==> config.mk <==
export PLATFORM = sky130hd
export DESIGN_NAME = hbus_bridge
export DESIGN_NICKNAME = d
export VERILOG_FILES = /design/src/rtl/hbus_pkg.sv /design/src/rtl/hbus_lanes.sv /design/src/rtl/hbus_seq.sv /design/src/rtl/hbus_bridge.sv
export SDC_FILE = /design/constraint.sdc
export NUM_CORES = 1
export LEC_CHECK = 0
export ABC_AREA = 0
export BUFFER_PORTS_ARGS = -buffer_cell sky130_fd_sc_hd__buf_2
export CAP_MARGIN = 20
export CORE_MARGIN = 8
export CORE_UTILIZATION = 30
export CTS_BUF_LIST = sky130_fd_sc_hd__clkbuf_4 sky130_fd_sc_hd__clkbuf_8
export CTS_CLUSTER_DIAMETER = 120
export CTS_CLUSTER_SIZE = 24
export DETAILED_ROUTE_END_ITERATION = 10
export GPL_TIMING_DRIVEN = 0
export PLACE_DENSITY_LB_ADDON = 0.25
export SLEW_MARGIN = 20
export SYNTH_ARGS = -nofsm -noshare
export SYNTH_HDL_FRONTEND = slang
export SYNTH_HIERARCHICAL = 1
export SYNTH_SLANG_ARGS = --single-unit
==> constraint.sdc <==
create_clock -name clk -period 2.4 [get_ports clk]
set_clock_uncertainty 0.05 [all_clocks]
set_input_delay 0.24 -clock clk [delete_from_list [all_inputs] [get_ports clk]]
set_output_delay 0.24 -clock clk [all_outputs]
set_load 0.005 [all_outputs]
==> src/rtl/hbus_pkg.sv <==
package hbus_pkg;

    typedef enum logic [1:0] {
        W8  = 2'd0,
        W16 = 2'd1,
        W32 = 2'd2
    } wmode_e;

    typedef enum logic [1:0] {
        S_IDLE  = 2'd0,
        S_ISSUE = 2'd1,
        S_WAIT  = 2'd2
    } st_e;

    function automatic wmode_e eff_width(input logic [1:0] cfg);
        case (cfg)
            2'd0:    return W8;
            2'd1:    return W16;
            default: return W32;
        endcase
    endfunction

    function automatic int lane_count(input wmode_e w);
        case (w)
            W8:      return 1;
            W16:     return 2;
            default: return 4;
        endcase
    endfunction

endpackage

==> src/rtl/hbus_lanes.sv <==
module hbus_lanes
    import hbus_pkg::*;
#(
    parameter int DW = 32
) (
    input  wmode_e          width,
    input  logic            par_en,
    input  logic [1:0]      lane_sel,
    input  logic [DW-1:0]   hin,
    output logic [DW-1:0]   sb_wdata,
    output logic [DW/8-1:0] sb_be,
    input  logic [DW-1:0]   sb_rdata,
    output logic [DW-1:0]   host_rd,
    input  logic [DW-1:0]   hd_i,
    input  logic [DW/8-1:0] hp_i,
    output logic            perr_now,
    input  logic [DW-1:0]   hout,
    output logic [DW/8-1:0] hp_o
);
    localparam int NL = DW / 8;

    logic [NL-1:0] lane_bad;
    int            nact;

    assign nact = lane_count(width);

    always_comb begin
        case (width)
            W8: begin
                sb_wdata = {4{hin[7:0]}};
                sb_be    = NL'(1) << lane_sel;
                host_rd  = DW'(sb_rdata[8*lane_sel +: 8]);
            end
            W16: begin
                sb_wdata = {2{hin[15:0]}};
                sb_be    = lane_sel[1] ? 4'b1100 : 4'b0011;
                host_rd  = DW'(sb_rdata[16*lane_sel[1] +: 16]);
            end
            default: begin
                sb_wdata = hin;
                sb_be    = '1;
                host_rd  = sb_rdata;
            end
        endcase
    end

    for (genvar k = 0; k < NL; k++) begin : g_lane
        assign lane_bad[k] = par_en && (k < nact) && ((^hd_i[8*k +: 8]) ^ hp_i[k]);
        assign hp_o[k]     = par_en && (k < nact) && (^hout[8*k +: 8]);
    end

    assign perr_now = |lane_bad;

endmodule

==> src/rtl/hbus_seq.sv <==
module hbus_seq
    import hbus_pkg::*;
#(
    parameter int          AW        = 18,
    parameter int          DW        = 32,
    parameter int          BURST_LEN = 4,
    parameter logic [AW-1:0] STAT_ADDR = 18'h3FFFC
) (
    input  logic          clk,
    input  logic          rst_n,
    input  wmode_e        width,
    input  logic          ts_n,
    input  logic          cs0_n,
    input  logic          cs1,
    input  logic          rw,
    input  logic          burst_n,
    input  logic          bdip_n,
    input  logic [AW-1:0] addr_i,
    input  logic [DW-1:0] hd_i,
    input  logic          perr_now,
    input  logic [DW-1:0] host_rd,
    input  logic          irq_src,
    input  logic          sb_ack,
    input  logic          sb_err,
    input  logic          sb_retry,
    output logic          sb_req,
    output logic          sb_we,
    output logic [AW-1:0] addr_q,
    output logic [DW-1:0] hin_q,
    output logic [DW-1:0] hout_q,
    output logic          ta_n,
    output logic          tea_n,
    output logic          rtry_n,
    output logic          irq_n,
    output logic          oe
);
    localparam int BW = $clog2(BURST_LEN);

    typedef struct packed {
        st_e           st;
        logic [AW-1:0] addr;
        logic          rd;
        logic          bst;
        logic [BW-1:0] beat;
        logic [DW-1:0] hin;
        logic [DW-1:0] hout;
        logic          ta_n;
        logic          tea_n;
        logic          rtry_n;
        logic          irq_n;
        logic          oe;
        logic          perr;
    } seq_t;

    seq_t          q, d;
    logic          hit;
    logic          clr;
    logic [AW-1:0] step_d;
    logic [7:0]    stat_d;

    assign hit    = (q.addr[AW-1:2] == STAT_ADDR[AW-1:2]);
    assign clr    = hit && !q.rd && hd_i[0];
    assign stat_d = {6'd0, irq_src, q.perr};

    always_comb begin
        case (width)
            W8:      step_d = AW'(1);
            W16:     step_d = AW'(2);
            default: step_d = AW'(4);
        endcase
    end

    always_comb begin
        d        = q;
        d.ta_n   = 1'b1;
        d.tea_n  = 1'b1;
        d.rtry_n = 1'b1;
        d.oe     = 1'b0;
        d.irq_n  = ~irq_src;
        case (q.st)
            S_IDLE: begin
                if (!ts_n && !cs0_n && cs1) begin
                    d.st   = S_ISSUE;
                    d.addr = addr_i;
                    d.rd   = rw;
                    d.bst  = !burst_n;
                    d.beat = '0;
                end
            end
            S_ISSUE: begin
                if (q.beat != '0 && bdip_n) begin
                    d.st = S_IDLE;
                end else begin
                    if (!q.rd) begin
                        d.hin  = hd_i;
                        d.perr = (q.perr && !clr) || perr_now;
                    end
                    if (hit) begin
                        d.st   = S_IDLE;
                        d.ta_n = 1'b0;
                        d.oe   = q.rd;
                        if (q.rd) d.hout = {4{stat_d}};
                    end else begin
                        d.st = S_WAIT;
                    end
                end
            end
            S_WAIT: begin
                if (sb_err) begin
                    d.tea_n = 1'b0;
                    d.st    = S_IDLE;
                end else if (sb_retry) begin
                    d.rtry_n = 1'b0;
                    d.st     = S_IDLE;
                end else if (sb_ack) begin
                    d.ta_n = 1'b0;
                    d.oe   = q.rd;
                    if (q.rd) d.hout = host_rd;
                    if (q.bst && q.beat != BW'(BURST_LEN - 1) && !bdip_n) begin
                        d.st   = S_ISSUE;
                        d.beat = q.beat + BW'(1);
                        d.addr = q.addr + step_d;
                    end else begin
                        d.st = S_IDLE;
                    end
                end
            end
            default: d.st = S_IDLE;
        endcase
    end

    always_ff @(posedge clk or negedge rst_n) begin
        if (!rst_n) begin
            q        <= '0;
            q.ta_n   <= 1'b1;
            q.tea_n  <= 1'b1;
            q.rtry_n <= 1'b1;
            q.irq_n  <= 1'b1;
        end else begin
            q <= d;
        end
    end

    assign sb_req = (q.st == S_WAIT);
    assign sb_we  = !q.rd;
    assign addr_q = q.addr;
    assign hin_q  = q.hin;
    assign hout_q = q.hout;
    assign ta_n   = q.ta_n;
    assign tea_n  = q.tea_n;
    assign rtry_n = q.rtry_n;
    assign irq_n  = q.irq_n;
    assign oe     = q.oe;

    p_ack_pulse_r4: assert property (@(posedge clk) disable iff (!rst_n)
        !ta_n |=> ta_n);

    p_resp_excl_r7: assert property (@(posedge clk) disable iff (!rst_n)
        $onehot0({!ta_n, !tea_n, !rtry_n}));

    p_req_hold_r2: assert property (@(posedge clk) disable iff (!rst_n)
        (sb_req && !sb_ack && !sb_err && !sb_retry) |=> (sb_req && $stable(addr_q)));

    p_no_sel_r1: assert property (@(posedge clk) disable iff (!rst_n)
        (q.st == S_IDLE && (ts_n || cs0_n || !cs1)) |=> (!sb_req && ta_n));

    p_err_end_r8: assert property (@(posedge clk) disable iff (!rst_n)
        (sb_req && (sb_err || sb_retry)) |=> !sb_req);

    p_irq_follow_r11: assert property (@(posedge clk) disable iff (!rst_n)
        $past(rst_n) |-> (irq_n == !$past(irq_src)));

endmodule

==> src/rtl/hbus_bridge.sv <==
module hbus_bridge
    import hbus_pkg::*;
#(
    parameter int AW = 18,
    parameter int DW = 32
) (
    input  logic            clk,
    input  logic            rst_n,
    input  logic [1:0]      cfg_width,
    input  logic            cfg_par_en,
    input  logic            hb_cs0_n,
    input  logic            hb_cs1,
    input  logic            hb_ts_n,
    input  logic            hb_rw,
    input  logic            hb_burst_n,
    input  logic            hb_bdip_n,
    input  logic [AW-1:0]   hb_addr,
    input  logic [DW-1:0]   hb_data_i,
    input  logic [DW/8-1:0] hb_par_i,
    output logic [DW-1:0]   hb_data_o,
    output logic [DW/8-1:0] hb_par_o,
    output logic            hb_data_oe,
    output logic            hb_ta_n,
    output logic            hb_tea_n,
    output logic            hb_rtry_n,
    output logic            hb_irq_n,
    input  logic            irq_src,
    output logic            sb_req,
    output logic            sb_we,
    output logic [AW-1:0]   sb_addr,
    output logic [DW/8-1:0] sb_be,
    output logic [DW-1:0]   sb_wdata,
    input  logic [DW-1:0]   sb_rdata,
    input  logic            sb_ack,
    input  logic            sb_err,
    input  logic            sb_retry
);
    wmode_e        width;
    logic [AW-1:0] addr_q;
    logic [DW-1:0] hin_q;
    logic [DW-1:0] host_rd;
    logic          perr_now;

    assign width = eff_width(cfg_width);

    hbus_seq #(.AW(AW), .DW(DW)) seq_i (
        .clk      (clk),
        .rst_n    (rst_n),
        .width    (width),
        .ts_n     (hb_ts_n),
        .cs0_n    (hb_cs0_n),
        .cs1      (hb_cs1),
        .rw       (hb_rw),
        .burst_n  (hb_burst_n),
        .bdip_n   (hb_bdip_n),
        .addr_i   (hb_addr),
        .hd_i     (hb_data_i),
        .perr_now (perr_now),
        .host_rd  (host_rd),
        .irq_src  (irq_src),
        .sb_ack   (sb_ack),
        .sb_err   (sb_err),
        .sb_retry (sb_retry),
        .sb_req   (sb_req),
        .sb_we    (sb_we),
        .addr_q   (addr_q),
        .hin_q    (hin_q),
        .hout_q   (hb_data_o),
        .ta_n     (hb_ta_n),
        .tea_n    (hb_tea_n),
        .rtry_n   (hb_rtry_n),
        .irq_n    (hb_irq_n),
        .oe       (hb_data_oe)
    );

    hbus_lanes #(.DW(DW)) lanes_i (
        .width    (width),
        .par_en   (cfg_par_en),
        .lane_sel (addr_q[1:0]),
        .hin      (hin_q),
        .sb_wdata (sb_wdata),
        .sb_be    (sb_be),
        .sb_rdata (sb_rdata),
        .host_rd  (host_rd),
        .hd_i     (hb_data_i),
        .hp_i     (hb_par_i),
        .perr_now (perr_now),
        .hout     (hb_data_o),
        .hp_o     (hb_par_o)
    );

    assign sb_addr = {addr_q[AW-1:2], 2'b00};

    p_be_shape_r2: assert property (@(posedge clk) disable iff (!rst_n)
        sb_req |-> ((sb_be != '0) && (width != W8 || $countones(sb_be) == 1)));

    p_oe_with_ack_r3: assert property (@(posedge clk) disable iff (!rst_n)
        hb_data_oe |-> !hb_ta_n);

endmodule

Word level (Yosys, flattened, before mapping)
Index checks and enable logic that the tools add are counted.
{"block": "word_totals", "ff_bits": 94, "in_bits": 101}
{"block": "op_classes", "n_addsub": 2, "n_lt_le_gt_ge": 4, "eq_ne": 16, "shifts": 3, "mux": 43, "bitwise_logic": 7, "n_reduce_logical": 47}
{"cell": "$mux W33", "count": 5}
{"cell": "$pmux W32 S2", "count": 2}
{"cell": "$pmux W33 S2", "count": 1}
{"cell": "$mux W32", "count": 2}
{"cell": "$reduce_xor A8 Y1", "count": 8}
{"cell": "$mux W18", "count": 3}
{"cell": "$pmux W18 S2", "count": 1}
{"cell": "$shiftx A32 B6 Y16", "count": 1}
{"cell": "$shiftx A32 B6 Y8", "count": 1}
{"cell": "$mux W24", "count": 1}
{"cell": "$logic_and A1 B1 Y1", "count": 20}
{"cell": "$mux W2", "count": 10}
{"cell": "$mux W20", "count": 1}
{"cell": "$add A18 B3 Y18", "count": 1}
{"cell": "$eq A16 B16 Y1 const B", "count": 1}
{"cell": "$ne A2 B1 Y1 const B", "count": 6}
{"cell": "$pmux W3 S2", "count": 2}
{"cell": "$mux W1", "count": 9}
{"cell": "$ne A2 B2 Y1 const B", "count": 4}
{"cell": "$pmux W2 S2", "count": 2}
{"cell": "$pmux W4 S2", "count": 1}
{"cell": "$reduce_and A8 Y1", "count": 1}
{"cell": "$eq A2 B1 Y1 const B", "count": 3}
{"cell": "$logic_not A1 Y1", "count": 6}
{"cell": "other kinds (18)", "count": 30}

Logic depth before layout (Yosys ltp)
{"block": "logic_depth", "depth_word": 12, "mapped_depth": 12, "depth_no_buf": 10}

Hierarchy
The synthesis kept the hierarchy.
{"mod": "hbus_seq", "n_inst": 1, "cells_each": 532, "area_per_inst_um2": 5298.8, "seq_area_each_um2": 2357.3}
{"mod": "hbus_lanes", "n_inst": 1, "cells_each": 220, "area_per_inst_um2": 1639.1, "seq_area_each_um2": 0.0}
{"mod": "hbus_bridge", "n_inst": 1, "cells_each": 5, "area_per_inst_um2": 28.8, "seq_area_each_um2": 0.0}

Least setup slack after synthesis
No wires, ideal clock.
{"block": "synth_path", "kind": "input-to-reg", "from": "input port cfg_width[0]", "to": "register seq_i.q (netlist bit seq_i/hout_q[8])", "setup_ns": 0.125, "arrival_ns": 2.059, "setup_slack_ns": 0.166, "cell_stages": 11, "cell_sequence": "nor2b_1 > buf_2 > or2_2 > ha_1 > clkbuf_1 > clkinv_1 > o21ai_2 > a22o_1 > nand2_1 > nand2_1 > mux2_4"}
{"block": "synth_via", "elab_chain_len": 9, "word_cells_on_any_way": 11}
{"element": "start: declaration", "line": "hbus_bridge.sv:9", "text": "input logic [1:0] cfg_width,"}
{"element": "$eq A2 B1 Y1 or $logic_not A2 Y1 (tied branches)", "line": "hbus_pkg.sv:16", "text": "case (cfg)"}
{"element": "$pmux W2 S2 (*)", "line": "hbus_pkg.sv:16"}
{"element": "$eq A2 B1 Y1 or $logic_not A2 Y1 (tied branches)", "line": "hbus_lanes.sv:28", "text": "case (width)"}
{"element": "$pmux W32 S2 (*)", "line": "hbus_lanes.sv:28"}
{"element": "via host_rd[8]", "line": "hbus_bridge.sv:41", "text": "logic [DW-1:0] host_rd;"}
{"element": "$mux W32 (*)", "line": "hbus_seq.sv:118", "text": "if (q.rd) d.hout = host_rd;"}
{"element": "$mux W33 (*)", "line": "hbus_seq.sv:115", "text": "end else if (sb_ack) begin"}
{"element": "$mux W33 (*)", "line": "hbus_seq.sv:112", "text": "end else if (sb_retry) begin"}
{"element": "$mux W33 (*)", "line": "hbus_seq.sv:109", "text": "if (sb_err) begin"}
{"element": "$pmux W33 S2 (*)", "line": "hbus_seq.sv:80", "text": "case (q.st)"}
{"element": "end: declaration", "line": "hbus_seq.sv:55", "text": "seq_t q, d;"}
The timed path passes the listed nets; every way through them passes the cells marked *. The select of a mux whose other input is x is not followed.
A chain may end at the register's enable or synchronous reset.

Worst setup path after layout
{"block": "layout_path", "from": "register seq_i.q (netlist bit seq_i/addr_q[9])", "to": "register seq_i.q (netlist bit seq_i/hout_q[16])"}
{"block": "layout_via", "elab_chain_len": 3}
{"element": "$eq A16 B16 Y1", "line": "hbus_seq.sv:61", "text": "assign hit = (q.addr[AW-1:2] == STAT_ADDR[AW-1:2]);"}
{"element": "$ne A2 B1 Y1 (no source line)"}
{"element": "$reduce_and A8 Y1 (no source line)"}
Every way passes these cells.

==> results.py <==
metrics = {
    "grt": {
        "grt_pass1_vias": 6367,
        "track_usage": 0.163,
        "grt_max_degree": 53,
        "antenna_found_initial": 0,
        "grt_first_pass_wirelength_um": 36200,
        "grt_overflow": 0,
    },
    "placed_design": {
        "gp_congestion": 0.860,
        "dp_hpwl_um": 18400,
        "portBuffers": 195,
        "placedCellCount": 1239,
    },
    "logic_synthesis": {
        "synth-compound-area-share": 0.126,
        "async_flop_share": 1.00,
        "synth_seq_cells": 94,
        "yosys-mux-area-fraction": 0.144,
        "yosys.area_share.adder": 0.0208,
        "synth_seq_area_share": 0.338,
        "ys_warn_count": 6,
        "synth_area_per_cell_um2": 9.20,
        "synth_cells": 757,
        "synth_top_family_by_area": "simple AND/OR/NAND/NOR gates",
        "netlist_area_mm2": 0.00697,
        "synthSimpleGateAreaFrac": 0.152,
        "synth-xor-area-share": 0.0783,
        "synth_cell_types": 66,
        "synth_edf_count": 0,
        "yosys_most_used_dff": "dfrtp_1",
    },
    "setup_path": {
        "cp-end-kind": "register",
        "start_kind": "register",
        "path_class": "register to register",
        "worstPathRequired_ns": 2.61,
        "crit_fanout": 10,
        "worstPathArrival_ns": 2.52,
    },
    "routing": {
        "viasPerCell": 4.74,
        "routed_wl_um": 23000,
        "post-route-drc-count": 0,
        "first_pass_iters": 4,
        "ant_nets": 0,
        "route.vias.total": 5965,
        "routedWlPerCell_um": 18.3,
        "drt_iter0_drc": 268,
    },
    "timing": {
        "setup-tns-final_ns": 0,
        "worst_pin_slew_ns": 0.809,
        "fin_crit_sh": 0.961,
        "final.min_clock_period_ns": 2.31,
        "max_freq_mhz": 433,
        "setup_viol": 0,
        "rsz0062_at_grt": "false",
        "relSlewSlack": 0.455,
        "maxSlewViolCount": 0,
        "hold_viol_final": 0,
    },
    "power": {
        "p_total_w": 0.00742,
        "p_leak_nw": 4.34,
        "peakVddDrop_mv": 0.354,
        "power_frac_clock": 0.137,
        "comb_power_share": 0.519,
        "p_per_area_mw_per_mm2": 852,
        "p_sw_w": 0.00288,
        "switching_share": 0.388,
        "seqPwrFrac": 0.344,
        "power.internal_w": 0.00454,
    },
    "floorplan": {
        "die-height_um": 168,
        "core_mm2": 0.0227,
        "start_util": 0.307,
        "boundaryPins": 198,
        "die-area_mm2": 0.0284,
        "die_x_um": 168,
        "rows": 55,
    },
    "min_path": {
        "hold_path.class": "input port to register",
    },
    "final_layout": {
        "final_nets": 1082,
        "area_growth_pct": 25.1,
        "drive_gt1_frac": 0.427,
        "antenna_cells": 0,
        "num-fill-cells": 2379,
        "final_cells": 1259,
    },
    "run_status": {
        "status": "complete, no violations",
    },
    "clock_network": {
        "cts_max_level": 3,
        "cts_buffer_depth": 2,
        "cts_buffers": 9,
        "cts-root-buf": "clkbuf_8",
        "cts_tree": "built",
        "clkSinkCount": 94,
        "cts.clk_slew.worst_paths_ns": 0.11,
        "clk_latency_ns": 0.38,
    },
    "job": {
        "maxCapViolations": 0,
    },
}
-- state kept, by name, summed over array words and instances (netlist names) --
register      cells
seq_i/hin_q      32
seq_i/addr_q     18
seq_i/ta_n        1
seq_i/hout_q     32
seq_i/rtry_n      1
seq_i/tea_n       1
seq_i/q           7
seq_i/oe          1
seq_i/irq_n       1
-- through the flow --
step                setup slack (ns)  utilization  hold slack [ns]  instance area, µm²
CTS                          0.00425        0.381          0.00133                8650
finish                        0.0925        0.384           0.0378                8720
global placement              -0.792        0.366            0.345                8300
detailed placement            -0.781        0.367            0.169                8340
floorplan                      0.166            -           -0.106                6970
global route                 0.00301        0.384           0.0388                8720
-- synthesized netlist by cell type, types with 6 or more instances --
library cell / n / area share
mux2i_1: 37 / 0.053
dfrtp_1: 90 / 0.32
buf_2: 7 / 0.0050
ha_1: 10 / 0.018
o21ai_0: 44 / 0.032
clkbuf_1: 24 / 0.013
xor2_1: 10 / 0.013
a21oi_1: 17 / 0.012
o31ai_1: 7 / 0.0075
and3_1: 9 / 0.0081
nand2b_1: 6 / 0.0054
nor2b_1: 7 / 0.0063
a22oi_1: 14 / 0.015
xnor2_1: 34 / 0.043
nor2_1: 29 / 0.016
inv_1: 37 / 0.020
nand3_1: 13 / 0.0093
a22o_1: 13 / 0.016
buf_4: 92 / 0.099
nand2_1: 100 / 0.054
mux2_2: 47 / 0.076
and2_1: 19 / 0.017
mux2_4: 7 / 0.015
-- cells by family (layout without fill, tap and decap cells) --
kind of cell	count (synthesis)	in the layout
AO/OA/AOI/OAI	131	131
XOR/XNOR	51	51
adder cells (fa/ha/maj)	11	11
buffers and inverters	163	379
flip-flops	94	94
multiplexers	91	91
other	1	2
AND/OR/NAND/NOR	215	215
-- power by group through the flow --
| stage | logic (W) | clock network [W] | registers, W |
|---|---|---|---|
| floorplan | 0.00262 | 0 | 0.00242 |
| global placement | 0.00378 | 0 | 0.00255 |
| detailed placement | 0.00381 | 0 | 0.00256 |
| CTS | 0.00388 | 0.00107 | 0.00254 |
| global route | 0.00425 | 0.00113 | 0.00264 |
| finish | 0.00385 | 0.00102 | 0.00255 |
-- routing by layer --
metal | wire length, µm | track usage
met1 | 10800 | 0.216
met4 | 353 | 0.0497
met5 | 0 | 0
met3 | 1080 | 0.0276
met2 | 10700 | 0.267
-- critical path, cell delays in order (launching register included) --
cell and delay [ns]:
dfrtp_1 0.49, nand4_4 0.18, or4_4 0.60, nor3_4 0.23
o21ai_2 0.15, buf_6 0.19, mux2_4 0.30
-- cell usage in the layout (no fill, tap or decap), types with 4 or more instances in the layout --
cell	instances
clkbuf_1	10
or2_2	5
mux2_2	47
clkbuf_8	10
a22oi_1	14
xor2_1	10
clkinvlp_4	4
mux2_4	7
dfstp_2	4
buf_6	4
ha_1	9
and3_1	9
a22o_1	13
o31ai_1	7
o21ai_0	42
clkbuf_2	8
nor2b_1	6
clkbuf_4	4
nor2_1	27
dlygate4sd3_1	4
o211ai_1	4
xnor3_1	5
buf_4	97
buf_2	197
and2_1	19
inv_1	36
xnor2_1	34
a21o_1	4
a21oi_1	16
dfrtp_1	87
nand3_1	13
mux2i_1	37
nand2_1	100
nand2b_1	5
nor3_1	5
-- repair_timing --
item,in CTS,in global routing
endpoints found under the setup margin,102,52
hold buffers,4,0
resized for setup,32,19
hold endpoints to repair,41,0
pin swaps,2,1
buffers inserted,1,2
-- layout make-up --
type / count / area (µm²) / share of cell area
Buffer: 123 / 866 / 0.0993
Clock buffer: 10 / 138 / 0.0158
Clock inverter: 5 / 36.3 / 0.00416
Inverter: 38 / 146 / 0.0168
Multi-Input combinational cell: 501 / 3740 / 0.429
Sequential cell: 94 / 2360 / 0.271
Tap cell: 285 / 357 / 0.0409
Timing Repair Buffer: 203 / 1070 / 0.123
-- worst paths after layout --
kind / end / slack [ns] / cells after the start / startpoint
max: seq_i/hout_q[16]$_DFFE_PN0P_ / 0.09 / 6 / seq_i/addr_q[9]$_DFFE_PN0P_
min reg2reg: seq_i/q[72]$_DFFE_PN0P_ / 0.45 / 2 / seq_i/q[72]$_DFFE_PN0P_
min: seq_i/q[73]$_DFFE_PN0P_ / 0.04 / 2 / hb_rw
max in group asynchronous: seq_i/hout_q[17]$_DFFE_PN0P_ / 1.36 / 3 / rst_n
min in group asynchronous: seq_i/hin_q[16]$_DFFE_PN0P_ / 0.30 / 2 / rst_n
max reg2reg: seq_i/hout_q[16]$_DFFE_PN0P_ / 0.09 / 6 / seq_i/addr_q[9]$_DFFE_PN0P_
Note: power is estimated with default switching activity, not from simulation.
